==> src/rtl/intdist_pkg.sv <==
package intdist_pkg;

    typedef enum logic [1:0] {
        SZ_BYTE = 2'b00,
        SZ_HALF = 2'b01,
        SZ_WORD = 2'b10,
        SZ_RSVD = 2'b11
    } acc_size_e;

    localparam int SLOT_FIRST  = 32;
    localparam int SLOT_TOTAL  = 1024;
    localparam int SLOT_BITS   = 10;
    localparam int AFF_W       = 24;

    typedef struct packed {
        logic                 is_ctrl;
        logic [1:0]           ctrl_sel;
        logic                 is_route;
        logic                 upper;
        logic [SLOT_BITS-1:0] slot;
        logic [2:0]           byte_off;
    } dec_t;

    typedef struct packed {
        logic [31:0] rdata;
        logic        rvalid;
    } rd_state_t;

    typedef struct packed {
        logic en;
        logic wake;
    } ctrl_state_t;

endpackage

==> src/rtl/intdist_decode.sv <==
module intdist_decode
    import intdist_pkg::*;
#(
    parameter int ADDR_W     = 16,
    parameter int NUM_SHARED = 32,
    parameter int ROUTE_BASE = 'h6000
) (
    input  logic [ADDR_W-1:0] addr_i,
    output dec_t              dec_o
);
    localparam int SPAN      = SLOT_TOTAL * 8;
    localparam int SLOT_LAST = SLOT_FIRST + NUM_SHARED - 1;

    logic [SLOT_BITS-1:0] slot_d;
    logic                 in_win_d;

    always_comb begin
        in_win_d = (32'(addr_i) >= 32'(ROUTE_BASE)) &&
                   (32'(addr_i) <  32'(ROUTE_BASE + SPAN));
        slot_d   = SLOT_BITS'((32'(addr_i) - 32'(ROUTE_BASE)) >> 3);

        dec_o          = '0;
        dec_o.is_ctrl  = ((addr_i >> 4) == '0);
        dec_o.ctrl_sel = addr_i[3:2];
        dec_o.slot     = slot_d;
        dec_o.upper    = addr_i[2];
        dec_o.byte_off = addr_i[2:0];
        dec_o.is_route = in_win_d &&
                         (32'(slot_d) >= 32'(SLOT_FIRST)) &&
                         (32'(slot_d) <= 32'(SLOT_LAST));
    end

endmodule

==> src/rtl/intdist_ctrl.sv <==
module intdist_ctrl
    import intdist_pkg::*;
#(
    parameter int          NUM_SHARED   = 32,
    parameter bit          MSG_IRQ_EN   = 1'b1,
    parameter logic [7:0]  PRODUCT_CODE = 8'h4B,
    parameter logic [11:0] IMPL_CODE    = 12'h43B
) (
    input  logic        clk_i,
    input  logic        rst_ni,
    input  logic        wr_en_i,
    input  logic        wr_bit_i,
    output logic [31:0] ctrl_word_o,
    output logic [31:0] type_word_o,
    output logic [31:0] ident_word_o,
    output logic        wake_o
);
    localparam int          EN_BIT    = 1;
    localparam int          ROUTE_BIT = 4;
    localparam int          NOSEC_BIT = 6;
    localparam int          LINES_M1  = ((NUM_SHARED + SLOT_FIRST) >> 5) - 1;
    localparam int          ID_W      = MSG_IRQ_EN ? 16 : 10;
    localparam logic [31:0] TYPE_WORD = (32'(LINES_M1) & 32'h1F)
                                      | (32'(ID_W - 1) << 19)
                                      | (MSG_IRQ_EN ? (32'h1 << 17) : 32'h0);
    localparam logic [31:0] IDENT_WORD = {PRODUCT_CODE, 12'h000, IMPL_CODE};

    ctrl_state_t st_d, st_q;

    always_comb begin
        st_d      = st_q;
        st_d.wake = 1'b0;
        if (wr_en_i) begin
            st_d.en   = wr_bit_i;
            st_d.wake = wr_bit_i && !st_q.en;
        end
    end

    always_ff @(posedge clk_i or negedge rst_ni) begin
        if (!rst_ni) st_q <= '0;
        else         st_q <= st_d;
    end

    always_comb begin
        ctrl_word_o            = '0;
        ctrl_word_o[EN_BIT]    = st_q.en;
        ctrl_word_o[ROUTE_BIT] = 1'b1;
        ctrl_word_o[NOSEC_BIT] = 1'b1;
    end

    assign type_word_o  = TYPE_WORD;
    assign ident_word_o = IDENT_WORD;
    assign wake_o       = st_q.wake;

    AST_WAKE_ON_RISE: assert property (@(posedge clk_i) disable iff (!rst_ni)
        st_q.wake |-> (st_q.en && !$past(st_q.en)));
    AST_WAKE_SINGLE: assert property (@(posedge clk_i) disable iff (!rst_ni)
        st_q.wake |=> !st_q.wake);

endmodule

==> src/rtl/intdist_route_bank.sv <==
module intdist_route_bank
    import intdist_pkg::*;
#(
    parameter int NUM_SHARED = 32
) (
    input  logic                        clk_i,
    input  logic                        rst_ni,
    input  logic                        wr_en_i,
    input  logic [SLOT_BITS-1:0]        slot_i,
    input  logic [AFF_W-1:0]            wdata_i,
    output logic [AFF_W-1:0]            rd_aff_o,
    output logic [NUM_SHARED*AFF_W-1:0] aff_flat_o
);
    logic [AFF_W-1:0]     aff_d [NUM_SHARED];
    logic [AFF_W-1:0]     aff_q [NUM_SHARED];
    logic [SLOT_BITS-1:0] rel;

    assign rel = slot_i - SLOT_BITS'(SLOT_FIRST);

    always_comb begin
        for (int i = 0; i < NUM_SHARED; i++) begin
            aff_d[i] = aff_q[i];
            if (wr_en_i && (rel == SLOT_BITS'(i))) aff_d[i] = wdata_i;
        end
    end

    always_ff @(posedge clk_i or negedge rst_ni) begin
        if (!rst_ni) begin
            for (int i = 0; i < NUM_SHARED; i++) aff_q[i] <= '0;
        end else begin
            for (int i = 0; i < NUM_SHARED; i++) aff_q[i] <= aff_d[i];
        end
    end

    always_comb begin
        rd_aff_o = '0;
        for (int i = 0; i < NUM_SHARED; i++) begin
            if (rel == SLOT_BITS'(i)) rd_aff_o = aff_q[i];
        end
    end

    for (genvar g = 0; g < NUM_SHARED; g++) begin : g_flat
        assign aff_flat_o[g*AFF_W +: AFF_W] = aff_q[g];
    end

    AST_BANK_HOLD: assert property (@(posedge clk_i) disable iff (!rst_ni)
        !wr_en_i |=> $stable(aff_flat_o));

endmodule

==> src/rtl/intdist_regs.sv <==
module intdist_regs
    import intdist_pkg::*;
#(
    parameter int          ADDR_W       = 16,
    parameter int          NUM_SHARED   = 32,
    parameter bit          MSG_IRQ_EN   = 1'b1,
    parameter int          ROUTE_BASE   = 'h6000,
    parameter logic [7:0]  PRODUCT_CODE = 8'h4B,
    parameter logic [11:0] IMPL_CODE    = 12'h43B
) (
    input  logic              clk_i,
    input  logic              rst_ni,
    input  logic [ADDR_W-1:0] addr_i,
    input  logic [31:0]       wdata_i,
    input  logic [1:0]        size_i,
    input  logic              wr_i,
    input  logic              rd_i,
    output logic [31:0]       rdata_o,
    output logic              rvalid_o,
    output logic              wake_o
);
    dec_t                        dec;
    logic [31:0]                 ctrl_word, type_word, ident_word;
    logic [AFF_W-1:0]            rd_aff;
    logic [NUM_SHARED*AFF_W-1:0] aff_flat;
    logic                        ctrl_wr, route_wr, word_acc;
    logic [7:0]                  wdata_unused;
    rd_state_t                   rs_d, rs_q;
    logic [63:0]                 slot64, shifted;
    logic [2:0]                  off;
    logic [31:0]                 mask;

    assign wdata_unused = wdata_i[31:24];

    intdist_decode #(
        .ADDR_W    (ADDR_W),
        .NUM_SHARED(NUM_SHARED),
        .ROUTE_BASE(ROUTE_BASE)
    ) u_decode (
        .addr_i(addr_i),
        .dec_o (dec)
    );

    assign word_acc = (acc_size_e'(size_i) == SZ_WORD) && (dec.byte_off[1:0] == 2'b00);
    assign ctrl_wr  = wr_i && dec.is_ctrl && (dec.ctrl_sel == 2'd0) && word_acc;
    assign route_wr = wr_i && dec.is_route && !dec.upper && word_acc;

    intdist_ctrl #(
        .NUM_SHARED  (NUM_SHARED),
        .MSG_IRQ_EN  (MSG_IRQ_EN),
        .PRODUCT_CODE(PRODUCT_CODE),
        .IMPL_CODE   (IMPL_CODE)
    ) u_ctrl (
        .clk_i       (clk_i),
        .rst_ni      (rst_ni),
        .wr_en_i     (ctrl_wr),
        .wr_bit_i    (wdata_i[1]),
        .ctrl_word_o (ctrl_word),
        .type_word_o (type_word),
        .ident_word_o(ident_word),
        .wake_o      (wake_o)
    );

    intdist_route_bank #(
        .NUM_SHARED(NUM_SHARED)
    ) u_bank (
        .clk_i     (clk_i),
        .rst_ni    (rst_ni),
        .wr_en_i   (route_wr),
        .slot_i    (dec.slot),
        .wdata_i   (wdata_i[AFF_W-1:0]),
        .rd_aff_o  (rd_aff),
        .aff_flat_o(aff_flat)
    );

    always_comb begin
        slot64 = '0;
        off    = {1'b0, dec.byte_off[1:0]};
        if (dec.is_ctrl) begin
            case (dec.ctrl_sel)
                2'd0:    slot64 = {32'h0, ctrl_word};
                2'd1:    slot64 = {32'h0, type_word};
                2'd2:    slot64 = {32'h0, ident_word};
                default: slot64 = '0;
            endcase
        end else if (dec.is_route) begin
            slot64 = {40'h0, rd_aff};
            off    = dec.byte_off;
        end
        shifted = slot64 >> {off, 3'b000};
        case (acc_size_e'(size_i))
            SZ_BYTE: mask = 32'h0000_00FF;
            SZ_HALF: mask = 32'h0000_FFFF;
            default: mask = 32'hFFFF_FFFF;
        endcase

        rs_d        = rs_q;
        rs_d.rvalid = rd_i;
        if (rd_i) rs_d.rdata = shifted[31:0] & mask;
    end

    always_ff @(posedge clk_i or negedge rst_ni) begin
        if (!rst_ni) rs_q <= '0;
        else         rs_q <= rs_d;
    end

    assign rdata_o  = rs_q.rdata;
    assign rvalid_o = rs_q.rvalid;

    AST_RVALID_AFTER_RD: assert property (@(posedge clk_i) disable iff (!rst_ni)
        rd_i |=> rvalid_o);
    AST_NO_SPURIOUS_VALID: assert property (@(posedge clk_i) disable iff (!rst_ni)
        !rd_i |=> !rvalid_o);
    AST_FIXED_CTRL_BITS: assert property (@(posedge clk_i) disable iff (!rst_ni)
        (rd_i && dec.is_ctrl && dec.ctrl_sel == 2'd0 && word_acc) |=> (rdata_o[4] && rdata_o[6]));
    AST_UPPER_RAZ: assert property (@(posedge clk_i) disable iff (!rst_ni)
        (rd_i && dec.is_route && dec.upper) |=> (rdata_o == 32'h0));
    AST_UPPER_WI: assert property (@(posedge clk_i) disable iff (!rst_ni)
        (wr_i && dec.upper) |=> $stable(aff_flat));
    AST_AFF_TOP_ZERO: assert property (@(posedge clk_i) disable iff (!rst_ni)
        (rd_i && dec.is_route && word_acc) |=> (rdata_o[31:24] == 8'h0));
    AST_UNMAPPED_ZERO: assert property (@(posedge clk_i) disable iff (!rst_ni)
        (rd_i && !dec.is_ctrl && !dec.is_route) |=> (rdata_o == 32'h0));

endmodule

==> config.mk <==
export PLATFORM = sky130hd
export DESIGN_NAME = intdist_regs
export DESIGN_NICKNAME = d
export VERILOG_FILES = /design/src/rtl/intdist_pkg.sv /design/src/rtl/intdist_decode.sv /design/src/rtl/intdist_ctrl.sv /design/src/rtl/intdist_route_bank.sv /design/src/rtl/intdist_regs.sv
export SDC_FILE = /design/constraint.sdc
export NUM_CORES = 1
export LEC_CHECK = 0
export BUFFER_PORTS_ARGS = -buffer_cell sky130_fd_sc_hd__buf_4
export CORE_ASPECT_RATIO = 1.4
export CORE_MARGIN = 10
export CORE_UTILIZATION = 35
export DETAILED_ROUTE_END_ITERATION = 8
export GPL_TIMING_DRIVEN = 1
export PLACE_DENSITY = 0.57
export SLEW_MARGIN = 30
export SYNTH_ARGS = -nofsm -noshare
export SYNTH_HDL_FRONTEND = slang
export SYNTH_SLANG_ARGS = --single-unit
==> constraint.sdc <==
create_clock -name clk_i -period 2.7 [get_ports clk_i]
set_input_delay 0.54 -clock clk_i [delete_from_list [all_inputs] [get_ports clk_i]]
set_output_delay 0.54 -clock clk_i [all_outputs]
set_load 0.03 [all_outputs]
==> impl_results.md, run 1 <==
- Post-synthesis mux area share: 0.253
- Post-synthesis xor/xnor area fraction: 0.000235
- Period utilisation layout: 1.02
- Register area share after synthesis: 0.534
- CP peak stage delay: 520 ps
- Cell Area, Placed: 0.0444 mm²
- Syn Area/Cell: 12.9 µm²
- I/O Buffers: 75
- Slew Viols, Final: 0
- Clock sinks: 796
- Outcome: finished, violations left
- Failing checks: setup timing
- First-pass detailed-route iteration total: 6
- Final worst setup slack: -51.7 ps
- GR Util All Layers: 0.247
- Async SR Flop Fraction: 1.00
- Switching Share: 0.246
- Final Hold Vio Count: 0
- Adder-cell share of the synthesized area: 0.00269
- Detailed-route wire length per cell: 31.3 µm
- Crit path kind: in -> reg
- Die Wd: 296 µm
- Initial core utilization: 0.353
- Grt ovf: 0
- Setup violations, final: 2
- Worst Skew: 28.8 ps
- Final wirelength: 150000 µm
- FILL cells: 9462
- First-pass GRT wire length: 214000 µm
- Die Footprint: 0.120 mm²
- DIE HEIGHT: 406 µm
- Area occupied by multi-input gates: 0.0173 mm²
- Via count: 28200
- Iter 0 DRT Violations: 2378
- Compound-Gate Fraction of Synth Area: 0.118
- Routed vias/inst: 5.88
- CP endpoint kind: register
- Final GP Congestion: 0.972
- Worst reg2reg path startpoint: u_bank.aff_flat_o[519]
- CTS H-tree lvls: 3
- CP cell instances: buf_12, inv_12, ha_4, nand3b_1, a211o_1, buf_12, a211oi_4, clkbuf_16, buf_6, a22o_1, a221o_1, a2111o_1, a32oi_4, o21ai_2
- Vias in the first global route: 29000
- CTS tree: done
- Max cap viols: 0
- Seq pwr share: 0.468
- IO Pins: 88
- Sw power: 6.28 mW
- PwrDens: 527 mW/mm²
- Max-slew headroom: 0.395
- Combinational Power Share: 0.070
- Top cell family by delay on the critical path: compound AO/OA/AOI/OAI gates
- Distinct cells, synth: 94
- FF-to-FF End: rdata_o[7]
- Largest family of logic cells by synthesized area: multiplexers
- Hold Path End: rvalid_o
- Reg2reg path depth: 10
- Worst path bufs/invs: 5
- Critical Path Most Common Cell: buf_12
- Total core area: 0.106 mm²
- Area of the mapped netlist: 0.0373 mm²
- Synth-to-layout area growth: 30.0%
- Initial antenna violation count: 4
- Total Neg Setup Slack: -52.0 ps
- Ys Warns: 0
- Synth Flop Type: dfrtp_1
- Synth Register Bits: 796
- CP Max Fanout: 8
- CP arrival: 3320 ps
- CP max-delay cell: a2111o_1
- Worst vdd rail ir drop: 0.458 mV
- Share of layout cells above drive strength 1: 0.511
- Final min period: 2750 ps
- Drt drc: 0
- Number of buffers created by CTS: 79
- Simple-Gate Fraction of Synth Area: 0.0574
- Setup crit start kind: primary input
- Hold Path Depth: 1
- Peak Freq: 0.363 GHz
- Leak Pwr: 23.5 nW
- Final HPWL DP: 108000 µm
- Setup slack, reg-to-reg: 110 ps
- RSZ-0062 raised after global routing: true
- Largest net degree at the start of global routing: 112
- Clk pwr share: 0.462
- Worst hold-check path type: in -> reg
- Clock Tree Buf Depth: 3
- Syn Inst Count: 2878
- Reg area: 0.0199 mm²
- Fin area: 0.0484 mm²
- Hold path startpoint: rd_i
- Clk root buf: clkbuf_16
- Fin nets: 3446
- P_int: 19.3 mW
- Clock Pin Slew Worst Setup and Hold Paths: 60 ps
- Clock latency on the worst-skew pair: 700 ps
- Crit path from: addr_i[9]
- Row cnt: 141
- Worst Tran Pin Value: 906 ps
- Antenna viol nets, final: 0
- CP required: 3270 ps
- Post-synth EDFFs: 0
per-layer routing:
layer | track usage | wire length (µm) | share of wire | vias to the layer above
li1 | - | - | - | 11800
met1 | 0.286 | 56000 | 0.37 | 14900
met2 | 0.425 | 74600 | 0.50 | 1144
met3 | 0.0365 | 8700 | 0.058 | 404
met4 | 0.158 | 10800 | 0.072 | 4
met5 | 0 | 21 | 0.00014 | -
cell type report:
| class | instances | area share |
|---|---|---|
| Antenna cell | 2 | 0.000103 |
| Clock buffer | 115 | 0.0478 |
| Clock inverter | 24 | 0.00811 |
| Inverter | 18 | 0.00181 |
| Multi-Input combinational cell | 1800 | 0.356 |
| Sequential cell | 796 | 0.411 |
| Tap cell | 1358 | 0.0351 |
| Timing Repair Buffer | 689 | 0.139 |
synthesized netlist by cell type (all sizes together) (6+ instances only):
master,n,share of area
inv,17,0.0017
o22ai,23,0.0039
a31oi,26,0.0045
nor3,28,0.0046
nand3,42,0.0063
mux2,780,0.24
a221o,17,0.0046
a32o,14,0.0038
clkbuf,135,0.014
and3,12,0.0020
a211oi,25,0.0056
mux4,6,0.0036
a21oi,80,0.011
a222oi,17,0.0046
o21a,6,0.0012
nor2,74,0.0075
o211ai,15,0.0030
a22oi,101,0.020
nor3b,7,0.0014
o221ai,11,0.0026
or3,12,0.0020
nor4b,6,0.0016
o32ai,7,0.0016
a311oi,6,0.0014
a22o,47,0.011
a221oi,34,0.0080
mux2i,27,0.0073
o21ai,79,0.011
o2111a,6,0.0018
nand4,14,0.0044
a32oi,22,0.0052
nor2b,17,0.0029
o2bb2ai,10,0.0023
and2,6,0.0010
dfrtp,796,0.53
nor4bb,7,0.0019
ha,8,0.0027
nand2,111,0.012
nor4,11,0.0026
buf,132,0.019
metrics by stage:
step | setup WS (ps) | utilization | hold WS [ps] | std cells | power, mW
global placement | -1230 | 0.420 | 470 | 4618 | 13.9
floorplan | -426 | - | 244 | 2881 | 12.7
global route | -81.9 | 0.458 | 42.7 | 4801 | 26.2
finish | -51.7 | 0.458 | 50.0 | 4802 | 25.5
CTS | -90.0 | 0.452 | 13.8 | 4780 | 25.7
detailed placement | -1240 | 0.420 | 470 | 4618 | 13.8
logic make-up after synthesis:
logic type               count (synthesis)
AND/OR/NAND/NOR                        381
XOR/XNOR                                 1
flip-flops                             796
AO/OA/AOI/OAI                          593
other                                    1
adder cells (fa/ha/maj)                  8
buffers and inverters                  285
multiplexers                           813
state kept, by name (all words and copies together), names as in the netlist:
| name | flops |
|---|---|
| rdata_o | 25 |
| u_bank.aff_flat_o | 768 |
| u_ctrl.wake_o | 1 |
| u_ctrl.ctrl_word_o | 1 |
| rvalid_o | 1 |
power groups by stage:
stage | combinational (mW) | sequential, mW | clock (mW)
final | 1.79 | 11.9 | 11.8
after global routing | 1.87 | 11.9 | 12.4
after CTS | 1.73 | 11.9 | 12.0
after detailed placement | 1.68 | 12.2 | 0
after global placement | 1.68 | 12.2 | 0
after floorplan | 0.527 | 12.2 | 0
timing repair:
action / CTS / global route
pin swaps: 20 / 54
hold endpoints to repair: 27 / 0
setup endpoints to repair: 337 / 382
resized for setup: 74 / 113
cloned: 2 / 1
buffers inserted: 22 / 24
hold buffers: 1 / 0
how the worst max path moves through the flow:
stage | slack (ps) | depth (start not counted) | end
after global placement | -1230 | 14 | rdata_o[5]
final | -50 | 14 | rdata_o[5]
after floorplan | -430 | 9 | u_bank.aff_flat_o[528]
after global routing | -80 | 16 | rdata_o[5]
after detailed placement | -1240 | 14 | rdata_o[14]
after CTS | -90 | 15 | rdata_o[5]
cells in the final DEF (no fill, tap or decap), types with 26 or more instances in the layout:
cell | synthesis | final
mux2_2 | 708 | 669
a22oi_1 | 101 | 97
mux2_4 | 60 | 99
buf_4 | 11 | 537
dfrtp_1 | 796 | 796
a21oi_1 | 80 | 70
buf_12 | 0 | 108
a22o_1 | 47 | 47
nor2_1 | 73 | 54
mux2i_1 | 27 | 26
buf_6 | 13 | 37
nand2_1 | 106 | 101
a221oi_1 | 34 | 27
o21ai_0 | 75 | 57
clkbuf_16 | 0 | 82
nand3_1 | 40 | 33
Note: power is estimated with default switching activity, not from simulation.
==> run 2, diff against run 1 <==
Settings changed: SYNTH_HIERARCHICAL set to 1.
==> impl_results.md, run 2 <==
- Final worst setup slack: -253 ps (was -51.7 ps)
- DIE HEIGHT: 418 µm (was 406 µm)
- Area occupied by multi-input gates: 0.0199 mm² (was 0.0173 mm²)
- Fin nets: 3576 (was 3446)
- Post-synthesis mux area share: 0.277 (was 0.253)
- Max-slew headroom: 0.462 (was 0.395)
- Largest area contributor in the netlist: dfrtp_1 (unchanged)
- Setup violations, final: 23 (was 2)
- Final wirelength: 129000 µm (was 150000 µm)
- Synth top cells by count: 806 x mux2_2, 803 x dfrtp_1, 157 x clkbuf_1, 131 x nand2_1, 126 x buf_4 (was 796 x dfrtp_1, 708 x mux2_2, 134 x clkbuf_1, 106 x nand2_1, 101 x a22oi_1)
- Die Wd: 304 µm (was 296 µm)
- Async SR Flop Fraction: 1.00 (unchanged)
- Worst vdd rail ir drop: 0.424 mV (was 0.458 mV)
- Crit path kind: in -> reg (unchanged)
- CTS H-tree lvls: 3 (unchanged)
- Initial antenna violation count: 11 (was 4)
- Area of the mapped netlist: 0.0396 mm² (was 0.0373 mm²)
- CP required: 3280 ps (was 3270 ps)
- Syn Inst Count: 3173 (was 2878)
- Setup crit start kind: primary input (unchanged)
- Top cell type's share of synthesized area: 0.507 (was 0.534)
- Register area share after synthesis: 0.507 (was 0.534)
- CP cell instances: buf_8, inv_4, ha_4, buf_6, xnor2_4, nand4_1, nor2_1, buf_4, a222oi_1, a211o_1, a21oi_2, o311a_1, a222oi_1, buf_4, and2_1, o31ai_1 (was buf_12, inv_12, ha_4, nand3b_1, a211o_1, buf_12, a211oi_4, clkbuf_16, buf_6, a22o_1, a221o_1, a2111o_1, a32oi_4, o21ai_2)
- PwrDens: 506 mW/mm² (was 527 mW/mm²)
- GR Util All Layers: 0.198 (was 0.247)
- Outcome: finished, violations left (unchanged)
- Syn Area/Cell: 12.5 µm² (was 12.9 µm²)
- Largest family of logic cells by synthesized area: multiplexers (unchanged)
- FILL cells: 10000 (was 9462)
- Reg area: 0.0201 mm² (was 0.0199 mm²)
- Row cnt: 145 (was 141)
- Clock Pin Slew Worst Setup and Hold Paths: 70 ps (was 60 ps)
- Commonest non-fill, non-tap cell in the layout: dfrtp_1 (unchanged)
- Largest net degree at the start of global routing: 88 (was 112)
- Final GP Congestion: 0.895 (was 0.972)
- Drt drc: 0 (unchanged)
- First-pass GRT wire length: 194000 µm (was 214000 µm)
- Routed vias/inst: 5.55 (was 5.88)
- Clock latency on the worst-skew pair: 690 ps (was 700 ps)
- CP endpoint kind: register (unchanged)
- Synth Flop Type: dfrtp_1 (unchanged)
- Most frequent cells in the layout: 803 x dfrtp_1, 578 x mux2_2, 425 x buf_4 (was 796 x dfrtp_1, 669 x mux2_2, 537 x buf_4)
- Leak Pwr: 24.3 nW (was 23.5 nW)
- Worst Skew: 23.2 ps (was 28.8 ps)
- CP arrival: 3540 ps (was 3320 ps)
- Synth Register Bits: 803 (was 796)
- Die Footprint: 0.127 mm² (was 0.120 mm²)
- Vias in the first global route: 29400 (was 29000)
- Clock Tree Buf Depth: 3 (unchanged)
- Worst hold slack: 115 ps (was 50.0 ps)
- Number of buffers created by CTS: 79 (unchanged)
- CP peak stage delay: 350 ps (was 520 ps)
- CTS tree: done (unchanged)
- First-pass detailed-route iteration total: 5 (was 6)
- Grt ovf: 0 (unchanged)
- Top post-synthesis cells by area: dfrtp_1 51%, mux2_2 23%, mux2i_1 2.7% (was dfrtp_1 53%, mux2_2 21%, mux2_4 2.4%)
- Simple-Gate Fraction of Synth Area: 0.0564 (was 0.0574)
- Most instantiated library cell after synthesis: mux2_2 (was dfrtp_1)
- Detailed-route wire length per cell: 25.5 µm (was 31.3 µm)
- Ys Warns: 6 (was 0)
- Peak Freq: 0.339 GHz (was 0.363 GHz)
- Initial core utilization: 0.354 (was 0.353)
- Final min period: 2950 ps (was 2750 ps)
- Post-synthesis xor/xnor area fraction: 0.000632 (was 0.000235)
- Final HPWL DP: 90300 µm (was 108000 µm)
- Max cap viols: 0 (unchanged)
- Period utilisation layout: 1.09 (was 1.02)
- Compound-Gate Fraction of Synth Area: 0.103 (was 0.118)
- Worst hold-check path type: in -> reg (unchanged)
- IO Pins: 88 (unchanged)
- Worst Tran Pin Value: 803 ps (was 906 ps)
- Clk root buf: clkbuf_16 (unchanged)
- Max FFs per register: 768 (unchanged)
- Power Total: 25.5 mW (about the same)
- Core Util, Final: 0.449 (was 0.458)
- Total Neg Setup Slack: -3760 ps (was -52.0 ps)
- CP max-delay cell: a211o_1 (was a2111o_1)
- Failing checks: setup timing (unchanged)
- Antenna viol nets, final: 0 (unchanged)
- Share of layout cells above drive strength 1: 0.491 (was 0.511)
- CP Max Fanout: 8 (unchanged)
- Clock sinks: 803 (was 796)
- Post-synth EDFFs: 0 (unchanged)
- RSZ-0062 raised after global routing: true (unchanged)
- I/O Buffers: 79 (was 75)
- Iter 0 DRT Violations: 1883 (was 2378)
- Total core area: 0.112 mm² (was 0.106 mm²)
- Slew Viols, Final: 0 (unchanged)
- Final Hold Vio Count: 0 (unchanged)
- Synth-to-layout area growth: 27.0% (was 30.0%)
- Adder-cell share of the synthesized area: 0.000316 (was 0.00269)
- Distinct cells, synth: 85 (was 94)
- Via count: 28100 (was 28200)
run 2: kinds of logic after synthesis:
family,count (synthesis)
muxes,949
xor gates and xnor gates,2
adders and majority gates,1
and+or+nand+nor,425
AOI/OAI and AO/OA,582
other,2
DFF,803
buffers and inverters,409
run 2: metrics by stage:
step	setup slack, ps	std cells	cell area [µm²]
floorplan	-528	3266	41900
global placement	-1340	4873	46200
detailed placement	-1270	4873	46200
CTS	-256	5044	49700
global route	-345	5056	50300
finish	-253	5058	50300
run 2: routing by layer:
| metal | global-route usage | wire, µm | vias up |
|---|---|---|---|
| met5 | 0 | 13 | - |
| met4 | 0.0853 | 5560 | 2 |
| met3 | 0.0265 | 5230 | 277 |
| met2 | 0.355 | 66300 | 757 |
| met1 | 0.236 | 51900 | 14700 |
| li1 | - | - | 12300 |
run 2: timing repair:
action / 4_1_cts / 5_1_grt
setup endpoints to repair: 24 / 27
gates cloned: 0 / 1
setup buffers: 28 / 16
pin swaps: 73 / 77
hold buffers: 1 / 0
resized for setup: 147 / 110
endpoints found under the hold margin: 23 / 0
run 2: critical path, delay by kind of cell:
| kind | cells | cell delay (ps) |
|---|---|---|
| buf+inv | 5 | 650 |
| compound gates | 6 | 1150 |
| fa+ha+maj | 1 | 190 |
| xor+xnor | 1 | 340 |
| simple gates | 3 | 630 |
run 2: worst paths after layout:
path	from	end	slack [ps]	cells past startpoint
min in group asynchronous	rst_ni	u_bank/aff_flat_o[608]	420	2
worst max register to register	u_bank/aff_flat_o[203]	rdata_o[3]	-120	10
worst max-delay path	addr_i[9]	rdata_o[11]	-250	16
worst min register to register	rdata_o[29]	rdata_o[29]	500	1
worst min-delay path	rd_i	rvalid_o	120	1
max in group asynchronous	rst_ni	u_bank/aff_flat_o[68]	1240	4
run 2: area by class of cell:
type,instances,area share
Sequential cell,803,0.400
Multi-Input combinational cell,2054,0.396
Timing Repair Buffer,567,0.112
Clock buffer,107,0.0457
Tap cell,1470,0.0366
Clock inverter,38,0.00823
Inverter,16,0.00159
Antenna cell,3,0.000149
run 2: report_power, final:
group          switching [mW]  internal [mW]
logic                    1.19          0.560
registers             0.00897           12.0
clock network            5.06           6.60
total                    6.26           19.2
